<file path="src/rtl/ser_frame_tx_pkg.sv">
package ser_frame_tx_pkg;

  typedef enum logic [1:0] {
    CL_8   = 2'b00,
    CL_7   = 2'b01,
    CL_9   = 2'b10,
    CL_RSV = 2'b11
  } char_len_e;

  typedef enum logic [1:0] {
    PAR_ODD   = 2'b00,
    PAR_EVEN  = 2'b01,
    PAR_MARK  = 2'b10,
    PAR_SPACE = 2'b11
  } par_sel_e;

  typedef struct packed {
    logic sync;
    logic ext;
    logic short_stop;
  } tx_cfg_t;

endpackage

</file>
<file path="src/rtl/ser_frame_tx_hold.sv">
module ser_frame_tx_hold #(
  parameter int DATA_W = 8
) (
  input  logic              clk_i,
  input  logic              rst_ni,
  input  logic              load_i,
  input  logic [DATA_W-1:0] data_i,
  input  logic              bit9_i,
  input  logic              take_i,
  output logic              full_o,
  output logic [DATA_W-1:0] data_o,
  output logic              bit9_o
);

  logic              full_q;
  logic [DATA_W-1:0] data_q;
  logic              bit9_q;

  always_ff @(posedge clk_i or negedge rst_ni) begin
    if (!rst_ni) begin
      full_q <= 1'b0;
      data_q <= '0;
      bit9_q <= 1'b0;
    end else if (load_i && !full_q) begin
      full_q <= 1'b1;
      data_q <= data_i;
      bit9_q <= bit9_i;
    end else if (take_i) begin
      full_q <= 1'b0;
    end
  end

  assign full_o = full_q;
  assign data_o = data_q;
  assign bit9_o = bit9_q;

endmodule

</file>
<file path="src/rtl/ser_frame_tx_fmt.sv">
module ser_frame_tx_fmt
  import ser_frame_tx_pkg::*;
#(
  parameter int DATA_W  = 8,
  parameter int FRAME_W = DATA_W + 4,
  parameter int CNT_W   = 4
) (
  input  logic [DATA_W-1:0]  data_i,
  input  logic               bit9_i,
  input  char_len_e          char_len_i,
  input  logic               parity_en_i,
  input  par_sel_e           parity_sel_i,
  input  logic               two_stop_i,
  output logic [FRAME_W-1:0] frame_o,
  output logic [CNT_W-1:0]   nbits_o
);

  logic [DATA_W:0]   word;
  logic [DATA_W-1:0] pmask;
  logic [CNT_W-1:0]  dlen;
  logic              par_on;
  logic              ones_odd;
  logic              par_bit;

  assign word = {bit9_i, data_i};

  always_comb begin
    case (char_len_i)
      CL_7: begin
        dlen  = CNT_W'(DATA_W - 1);
        pmask = {1'b0, {(DATA_W-1){1'b1}}};
      end
      CL_9: begin
        dlen  = CNT_W'(DATA_W + 1);
        pmask = '1;
      end
      default: begin
        dlen  = CNT_W'(DATA_W);
        pmask = '1;
      end
    endcase
  end

  assign par_on   = parity_en_i && (char_len_i != CL_9);
  assign ones_odd = ^(data_i & pmask);

  always_comb begin
    case (parity_sel_i)
      PAR_ODD:  par_bit = ~ones_odd;
      PAR_EVEN: par_bit = ones_odd;
      PAR_MARK: par_bit = 1'b1;
      default:  par_bit = 1'b0;
    endcase
  end

  // unused upper positions stay 1 and form the stop bits
  always_comb begin
    frame_o    = '1;
    frame_o[0] = 1'b0;
    for (int i = 0; i <= DATA_W; i++) begin
      if (CNT_W'(i) < dlen) frame_o[i+1] = word[i];
    end
    if (par_on) frame_o[dlen + CNT_W'(1)] = par_bit;
    nbits_o = CNT_W'(2) + dlen + CNT_W'(par_on) + CNT_W'(two_stop_i);
  end

endmodule

</file>
<file path="src/rtl/ser_frame_tx_timer.sv">
module ser_frame_tx_timer #(
  parameter int OVS_TICKS   = 16,
  parameter int SHORT_TICKS = 14,
  parameter int SYNC_STAGES = 2,
  localparam int TCNT_W     = $clog2(OVS_TICKS)
) (
  input  logic clk_i,
  input  logic rst_ni,
  input  logic tick_i,
  input  logic ext_clk_i,
  input  logic run_i,
  input  logic restart_i,
  input  logic sync_i,
  input  logic ext_i,
  input  logic short_last_i,
  output logic step_o,
  output logic ext_rise_o,
  output logic sclk_o
);

  logic [SYNC_STAGES:0] sync_q;
  logic [TCNT_W-1:0]    cnt_q;
  logic [TCNT_W-1:0]    last_cnt;
  logic                 tick_step;

  always_ff @(posedge clk_i or negedge rst_ni) begin
    if (!rst_ni) sync_q <= '0;
    else         sync_q <= {sync_q[SYNC_STAGES-1:0], ext_clk_i};
  end

  assign ext_rise_o = sync_q[SYNC_STAGES-1] && !sync_q[SYNC_STAGES];

  assign last_cnt  = short_last_i ? TCNT_W'(SHORT_TICKS - 1) : TCNT_W'(OVS_TICKS - 1);
  assign tick_step = tick_i && (cnt_q == last_cnt);
  assign step_o    = run_i && (ext_i ? ext_rise_o : tick_step);

  always_ff @(posedge clk_i or negedge rst_ni) begin
    if (!rst_ni) begin
      cnt_q <= '0;
    end else if (restart_i) begin
      cnt_q <= '0;
    end else if (run_i && !ext_i && tick_i) begin
      cnt_q <= step_o ? '0 : cnt_q + TCNT_W'(1);
    end
  end

  // high half first so the rising edge marks each bit start
  assign sclk_o = run_i && sync_i && !ext_i && (cnt_q < TCNT_W'(OVS_TICKS / 2));

endmodule

</file>
<file path="src/rtl/ser_frame_tx.sv">
module ser_frame_tx
  import ser_frame_tx_pkg::*;
#(
  parameter int DATA_W      = 8,
  parameter int OVS_TICKS   = 16,
  parameter int SYNC_STAGES = 2
) (
  input  logic              clk_i,
  input  logic              rst_ni,
  input  logic              tick16_i,
  input  logic              ext_clk_i,
  input  logic              sync_mode_i,
  input  logic              ext_clk_sel_i,
  input  logic [1:0]        char_len_i,
  input  logic              parity_en_i,
  input  logic [1:0]        parity_sel_i,
  input  logic              two_stop_i,
  input  logic              short_stop_i,
  input  logic              load_i,
  input  logic [DATA_W-1:0] data_i,
  input  logic              bit9_i,
  output logic              txd_o,
  output logic              sclk_o,
  output logic              tx_empty_o
);

  localparam int SHORT_TICKS = OVS_TICKS * 7 / 8;
  localparam int FRAME_W     = DATA_W + 4;
  localparam int CNT_W       = $clog2(FRAME_W + 1);

  logic              buf_full;
  logic [DATA_W-1:0] buf_data;
  logic              buf_bit9;
  logic [FRAME_W-1:0] frame;
  logic [CNT_W-1:0]   nbits;

  logic               active_q;
  logic [FRAME_W-1:0] sr_q;
  logic [CNT_W-1:0]   idx_q;
  logic [CNT_W-1:0]   nbits_q;
  tx_cfg_t            cfg_q;

  logic step, ext_rise, live_ext, last_bit, frame_end, xfer, short_last;

  ser_frame_tx_hold #(.DATA_W(DATA_W)) u_hold (
    .clk_i  (clk_i),
    .rst_ni (rst_ni),
    .load_i (load_i),
    .data_i (data_i),
    .bit9_i (bit9_i),
    .take_i (xfer),
    .full_o (buf_full),
    .data_o (buf_data),
    .bit9_o (buf_bit9)
  );

  ser_frame_tx_fmt #(.DATA_W(DATA_W), .FRAME_W(FRAME_W), .CNT_W(CNT_W)) u_fmt (
    .data_i       (buf_data),
    .bit9_i       (buf_bit9),
    .char_len_i   (char_len_e'(char_len_i)),
    .parity_en_i  (parity_en_i),
    .parity_sel_i (par_sel_e'(parity_sel_i)),
    .two_stop_i   (two_stop_i),
    .frame_o      (frame),
    .nbits_o      (nbits)
  );

  ser_frame_tx_timer #(
    .OVS_TICKS   (OVS_TICKS),
    .SHORT_TICKS (SHORT_TICKS),
    .SYNC_STAGES (SYNC_STAGES)
  ) u_timer (
    .clk_i        (clk_i),
    .rst_ni       (rst_ni),
    .tick_i       (tick16_i),
    .ext_clk_i    (ext_clk_i),
    .run_i        (active_q),
    .restart_i    (xfer),
    .sync_i       (cfg_q.sync),
    .ext_i        (cfg_q.ext),
    .short_last_i (short_last),
    .step_o       (step),
    .ext_rise_o   (ext_rise),
    .sclk_o       (sclk_o)
  );

  assign live_ext   = sync_mode_i && ext_clk_sel_i;
  assign last_bit   = (idx_q == nbits_q - CNT_W'(1));
  assign frame_end  = active_q && step && last_bit;
  assign short_last = cfg_q.short_stop && !cfg_q.sync && last_bit;
  assign xfer       = buf_full && (active_q ? frame_end : (live_ext ? ext_rise : 1'b1));

  always_ff @(posedge clk_i or negedge rst_ni) begin
    if (!rst_ni) begin
      active_q <= 1'b0;
      sr_q     <= '1;
      idx_q    <= '0;
      nbits_q  <= '0;
      cfg_q    <= '0;
    end else if (xfer) begin
      active_q <= 1'b1;
      sr_q     <= frame;
      idx_q    <= '0;
      nbits_q  <= nbits;
      cfg_q    <= '{sync: sync_mode_i, ext: live_ext, short_stop: short_stop_i};
    end else if (frame_end) begin
      active_q <= 1'b0;
    end else if (active_q && step) begin
      sr_q  <= {1'b1, sr_q[FRAME_W-1:1]};
      idx_q <= idx_q + CNT_W'(1);
    end
  end

  assign txd_o      = active_q ? sr_q[0] : 1'b1;
  assign tx_empty_o = !buf_full;

endmodule

</file>
<file path="config.mk">
export PLATFORM = sky130hd
export DESIGN_NAME = ser_frame_tx
export DESIGN_NICKNAME = d
export VERILOG_FILES = /design/src/rtl/ser_frame_tx_pkg.sv /design/src/rtl/ser_frame_tx_hold.sv /design/src/rtl/ser_frame_tx_fmt.sv /design/src/rtl/ser_frame_tx_timer.sv /design/src/rtl/ser_frame_tx.sv
export SDC_FILE = /design/constraint.sdc
export NUM_CORES = 1
export LEC_CHECK = 0
export ABC_AREA = 0
export BUFFER_PORTS_ARGS = -buffer_cell sky130_fd_sc_hd__buf_2
export CORE_MARGIN = 8
export CORE_UTILIZATION = 57
export CTS_BUF_LIST = sky130_fd_sc_hd__clkbuf_8 sky130_fd_sc_hd__clkbuf_16
export DETAILED_ROUTE_END_ITERATION = 8
export PLACE_DENSITY = 0.8
export SYNTH_ARGS = -nofsm -noshare
export SYNTH_HDL_FRONTEND = slang
export SYNTH_SLANG_ARGS = --single-unit
export TNS_END_PERCENT = 50
</file>
<file path="constraint.sdc">
create_clock -name clk_i -period 3.6 [get_ports clk_i]
set_clock_uncertainty 0.1 [all_clocks]
set_input_delay 0 -clock clk_i [delete_from_list [all_inputs] [get_ports clk_i]]
set_output_delay 0 -clock clk_i [all_outputs]
set_load 0.1 [all_outputs]
</file>
Word level (Yosys, flattened, before mapping) --
Index checks and enable logic that the tools add are counted.
Operators by class: magnitude comparators 12, reductions and logical operators 28, $add $sub $neg 7, mux-type cells 34, bitwise logic cells 2, equal/unequal tests 8
Operators with widths (count):
- 2-to-1 mux 12 bit | 4
- 2-to-1 mux 4 bit | 6
- 2-to-1 mux 1 bit | 18
- logical AND 1 bit | 17
- less-than comparator 3 x 4 -> 1 bit, first input constant | 4
- adder 4 x 1 -> 4 bit, second input constant | 3
- bitwise mux 12 bit | 1
- adder 4 x 1 -> 4 bit | 2
- bitwise AND 8 bit | 1
- == test 4 bit | 2
- less-than comparator 1 x 4 -> 1 bit, first input constant | 2
- less-than comparator 2 x 4 -> 1 bit, first input constant | 2
- 2-to-1 mux 8 bit | 1
- one-hot mux 4 bit (2 select lines) | 1
- nonzero test 2 bit | 4
- parity 8 bit | 1
- less-than comparator 4 x 5 -> 1 bit, second input constant | 1
- adder 2 x 4 -> 4 bit, first input constant | 1
- demux 1 bit (select 4 bit) | 1
- == test 2 x 1 -> 1 bit, second input constant | 2
- == test 2 bit, second input constant | 2
- >= comparator 4 x 1 -> 1 bit, second input constant | 1
- logical NOT 1 bit | 4
- less-than comparator 4 bit, first input constant | 1
- other kinds (9) | 9
Storage, ports and cells: word-level logic and storage cells 103, register bits after elaboration 41, input bits 23, output and inout port bits 3

Logic depth before layout (Yosys ltp) --
depth after elaboration 14, mapped depth 10, depth with buffers taken out 8

Modules after synthesis --
Synthesis repeated with hierarchy kept, for this count alone.
Unflattened totals: cells, all modules 236, area, all modules 2567.5 um^2
By module, submodules not included:
- ser_frame_tx | area each 1353.8 um^2, cells an instance 123, sequential area each 615.6 um^2, instances 1
- ser_frame_tx_fmt | area each 417.9 um^2, cells an instance 52, sequential area each 0.0 um^2, instances 1
- ser_frame_tx_hold | area each 414.1 um^2, cells an instance 23, sequential area each 250.2 um^2, instances 1
- ser_frame_tx_timer | area each 381.6 um^2, cells an instance 38, sequential area each 175.2 um^2, instances 1

Worst setup path before layout --
Ideal clock, no wire load.
path type register -> output, start point reg active_q, end point out sclk_o, cell stages (with the launch flop) 3, data required time 3500 ps, setup slack -29 ps, arrival 3529 ps, cells stage by stage dfrtp_1 > clkbuf_1 > nor4bb_1
Between the ends: cells in the longest elaborated chain, start to end 3
RTL lines:
- start: declaration | RTL line ser_frame_tx.sv:37 | logic active_q;
- start signal: assignment | RTL line ser_frame_tx.sv:95 | active_q <= 1'b0;
- start signal: assignment | RTL line ser_frame_tx.sv:101 | active_q <= 1'b1;
- start signal: assignment | RTL line ser_frame_tx.sv:107 | active_q <= 1'b0;
- logical AND 1 bit (3 in a row) | RTL line ser_frame_tx_timer.sv:48 | assign sclk_o = run_i && sync_i && !ext_i && (cnt_q < TCNT_W'(OVS_TICKS / 2));
- end: declaration | RTL line ser_frame_tx.sv:23 | output logic sclk_o,
No other way between the ends.

Worst setup path after layout --
start point reg nbits_q[0], end point reg nbits_q[1]
Between the ends: cells in the longest elaborated chain, start to end 12
RTL lines:
- start: declaration | RTL line ser_frame_tx.sv:40 | logic [CNT_W-1:0] nbits_q;
- start signal: assignment | RTL line ser_frame_tx.sv:104 | nbits_q <= nbits;
- subtractor 4 x 1 -> 4 bit (*) | RTL line ser_frame_tx.sv:88 | assign last_bit = (idx_q == nbits_q - CNT_W'(1));
- == test 4 bit (*) | RTL line ser_frame_tx.sv:88
- logical AND 1 bit | RTL line ser_frame_tx.sv:90 | assign short_last = cfg_q.short_stop && !cfg_q.sync && last_bit;
- 2-to-1 mux 2 bit | RTL line ser_frame_tx_timer.sv:33 | assign last_cnt = short_last_i ? TCNT_W'(SHORT_TICKS - 1) : TCNT_W'(OVS_TICKS - 1);
- == test 4 bit | RTL line ser_frame_tx_timer.sv:34 | assign tick_step = tick_i && (cnt_q == last_cnt);
- logical AND 1 bit | RTL line ser_frame_tx_timer.sv:34
- 2-to-1 mux 1 bit | RTL line ser_frame_tx_timer.sv:35 | assign step_o = run_i && (ext_i ? ext_rise_o : tick_step);
- logical AND 1 bit | RTL line ser_frame_tx_timer.sv:35
- logical AND 1 bit | RTL line ser_frame_tx.sv:89 | assign frame_end = active_q && step && last_bit;
- logical AND 1 bit (*) | RTL line ser_frame_tx.sv:89
- 2-to-1 mux 1 bit (*) | RTL line ser_frame_tx.sv:91 | assign xfer = buf_full && (active_q ? frame_end : (live_ext ? ext_rise : 1'b1));
- logical AND 1 bit (*) | RTL line ser_frame_tx.sv:91
Every way passes the cells marked *; elsewhere a longest branch is shown, timed or not. A chain may end at the register's enable or synchronous reset.

==> summary.md <==
| Metric | Value |
|---|---|
| Status | `complete, no violations` |
| Clk pin slew, worst setup/hold paths | `0.08 ns` |
| Hpwl dp | `3063 um` |
| Unrepaired setup endpoints after global routing | `no` |
| Critical path class | `register to register` |
| Root Driver | `clkbuf_8` |
| Critical Path AT | `3.01 ns` |
| Clock Latency Late Sink | `0.29 ns` |
| Antenna violations before repair | `0` |
| Endpoints failing setup | `0` |
| Layout cells sized above 1 | `0.2594` |
| Final Cell Area | `2628 sq um` |
| Filler cells | `268` |
| Ys async rst share | `1.000` |
| Final period utilization | `0.8147` |
| Iter 0 DRT Violations | `115` |
| Highest Clock Rate | `341.0 MHz` |
| CP max FO | `15` |
| Drc violations | `0` |
| Initial Utilization | `0.5919` |
| Post-synthesis sequential area ratio | `0.4840` |
| Final ANT Viol Nets | `0` |
| Slowest-stage cell, CP | `dfrtp_1` |
| Number of buffers created by CTS | `5` |
| Vias | `1623` |
| Core area | `3633 sq um` |
| Leading post-synthesis cells by cell area | `dfrtp_1 34%, dfstp_2 15%, ha_1 4.1%` |
| CTS tree | `yes` |
| Worst path max stage delay | `0.42 ns` |
| Yosys top cell area share | `0.3374` |
| Ports | `26` |
| Max-slew violation count | `0` |
| PD cells | `879.9 nW/um^2` |
| Total wire length | `4731 um` |
| Cell variety after synth | `48` |
| Cell chain of the critical path | `inv_1 -> ha_1 -> xnor3_1 -> and3_1 -> and4_4 -> o31a_1 -> a211oi_4 -> buf_4 -> mux2_2` |
| Critical path data required time | `3.68 ns` |
| Buf/Inv on CP | `2` |
| Top Family by Delay on Critical Path | `compound AO/OA/AOI/OAI gates` |
| Global route overflow | `0` |
| Number of H-tree branching levels | `2` |
| Actual slew at the worst max-slew pin | `0.9506 ns` |
| Primary FF master, synth | `dfrtp_1` |
| Largest net degree at the start of global routing | `42` |
| Syn-to-layout area delta | `22.16%` |
| Number of post-CTS setup repair buffers | `0` |
| Final hold vios | `0` |
| Number of synthesized flops with an enable pin | `0` |
| Synthesized Nets | `226` |
| Rel. slew slack | `0.3650` |
| Syn_area_per_cell | `11.03 sq um` |
| Max-Cap Viols | `0` |
| CP Capture Type | `register` |
| Layout Nets | `269` |
| Port Buf Inserts | `25` |
| Multi-input gate area | `977.2 sq um` |
| TNS Setup | `0 ns` |
| Area post-placement | `2320 sq um` |
| Diodes inserted | `0` |
| Aggregate global-route resource usage | `0.1661` |
| Seq cells post-synth | `41` |
| Most frequent cells after synthesis | `29 x dfrtp_1, 23 x inv_1, 13 x nand2_1, 12 x dfstp_2` |
| Cells after Synth | `195` |
| Drt wl/cell | `16.48 um` |
| Number of vias per cell | `5.655` |
| Vias in the first global route | `1764` |
| Syn Std Cell Area | `2151 sq um` |
| Overall power | `2.312 mW` |
| Reg area | `1041 sq um` |
| Worst Setup Start Kind | `register` |
| Die ar. | `5995 sq um` |
| Worst VDD drop | `653.2 uV` |
| Largest buffer count on any clock path | `2` |
| Synth area leader | `dfrtp_1` |
| Yosys Warn Count | `0` |
| Most frequent cell after synthesis | `dfrtp_1` |
| Min cycle time layout | `2.933 ns` |
| P_leak | `1.189 nW` |
| Clock sinks | `41` |
| GP Congestion | `0.8395` |
| Die Height | `77.43 um` |
| HP Class | `primary input to register` |
| DR pass1 iterations | `4` |
| Die X | `77.43 um` |
| First-pass GRT wire length | `8135 um` |
| Core Rows | `22` |
==> what timing repair did <==
item,CTS,global route
setup endpoints to repair,0,0
hold buffers,17,0
hold endpoints to repair,44,0
gates resized for setup,0,0
==> worst reg2reg max path: stages (launching register included) <==
cell	delay [ns]
dfrtp_1	0.42
inv_1	0.06
ha_1	0.20
xnor3_1	0.34
and3_1	0.20
and4_4	0.17
o31a_1	0.39
a211oi_4	0.31
buf_4	0.25
mux2_2	0.37
==> logic make-up (layout without fill, tap and decap cells) <==
kind of cell / Yosys count / in the layout / share of synthesized area
flops: 41 / 41 / 0.4840
xor+xnor: 13 / 13 / 0.06574
compound gates: 41 / 41 / 0.1518
mux: 11 / 11 / 0.06050
buf+inv: 33 / 77 / 0.06457
fa+ha+maj: 8 / 8 / 0.05003
simple gates: 48 / 48 / 0.1233
==> routing by layer <==
metal / vias up / share of wire / global-route usage
li1: 782 / - / -
met1: 809 / 0.43 / 0.1932
met2: 26 / 0.53 / 0.2932
met3: 6 / 0.031 / 0.04839
met4: 0 / 0.012 / 0.03962
met5: - / 0 / 0
==> cell usage in the layout (no fill, tap or decap), types with 3 or more instances in the layout <==
master         netlist  final
a21oi_1              4      4
a222oi_1             6      6
a22o_1               4      4
and3_1               3      3
buf_2                3     25
buf_4                1      4
clkbuf_8             0      5
dfrtp_1             29     29
dfstp_2             12     12
dlygate4sd3_1        0     17
ha_1                 7      7
inv_1               23     23
mux2_2               7      7
nand2_1             13     13
nand2b_1             4      4
nand3_1              4      4
nor2_1               5      5
nor2b_1              7      7
nor3_1               3      3
o21ai_0              8      8
xnor2_1              8      8
xor2_1               3      3
==> flip-flops by register name, summed over array words and instances (netlist names) <==
name / flops
active_q: 1
cfg_q: 3
idx_q: 4
nbits_q: 4
sr_q: 12
u_hold.bit9_o: 1
u_hold.data_o: 8
u_hold.full_o: 1
u_timer.cnt_q: 4
u_timer.sync_q: 3
==> per-stage QoR <==
| step | hold slack (ns) | setup slack, ns | cells | util |
|---|---|---|---|---|
| floorplan | -0.3956 | 0.9533 | 195 | - |
| global placement | 0.01115 | 0.7775 | 262 | 0.6384 |
| detailed placement | 0.009400 | 0.6947 | 262 | 0.6384 |
| CTS | 0.03567 | 0.6976 | 287 | 0.7231 |
| global route | 0.06678 | 0.5527 | 287 | 0.7231 |
| finish | 0.04110 | 0.6671 | 287 | 0.7231 |
==> final timing paths <==
path / slack (ns) / to / cells after the start / startpoint
min in group asynchronous: 0.26 / idx_q[3] / 2 / rst_ni
worst max register to register: 0.67 / nbits_q[1] / 9 / nbits_q[0]
worst min register to register: 0.26 / u_timer.sync_q[1] / 0 / u_timer.sync_q[0]
worst min-delay path: 0.04 / nbits_q[0] / 3 / two_stop_i
worst max-delay path: 0.67 / nbits_q[1] / 9 / nbits_q[0]
max in group asynchronous: 2.60 / u_hold.data_o[0] / 2 / rst_ni
==> power by group <==
group          switching [mW]  leakage [nW]  total (mW)  internal [mW]
clock                   0.166        0.0687       0.445          0.279
sequential              0.163         0.471       0.875          0.712
combinational           0.536         0.649       0.991          0.455
==> cell type report <==
class                           instances  share of cell area
Clock buffer                            5             0.02619
Multi-Input combinational cell        121              0.3719
Inverter                               23             0.03286
Clock inverter                          3             0.02619
Timing Repair Buffer                   46              0.1238
Sequential cell                        41              0.3962
Tap cell                               48             0.02286
Note: power is estimated with default switching activity, not from simulation.
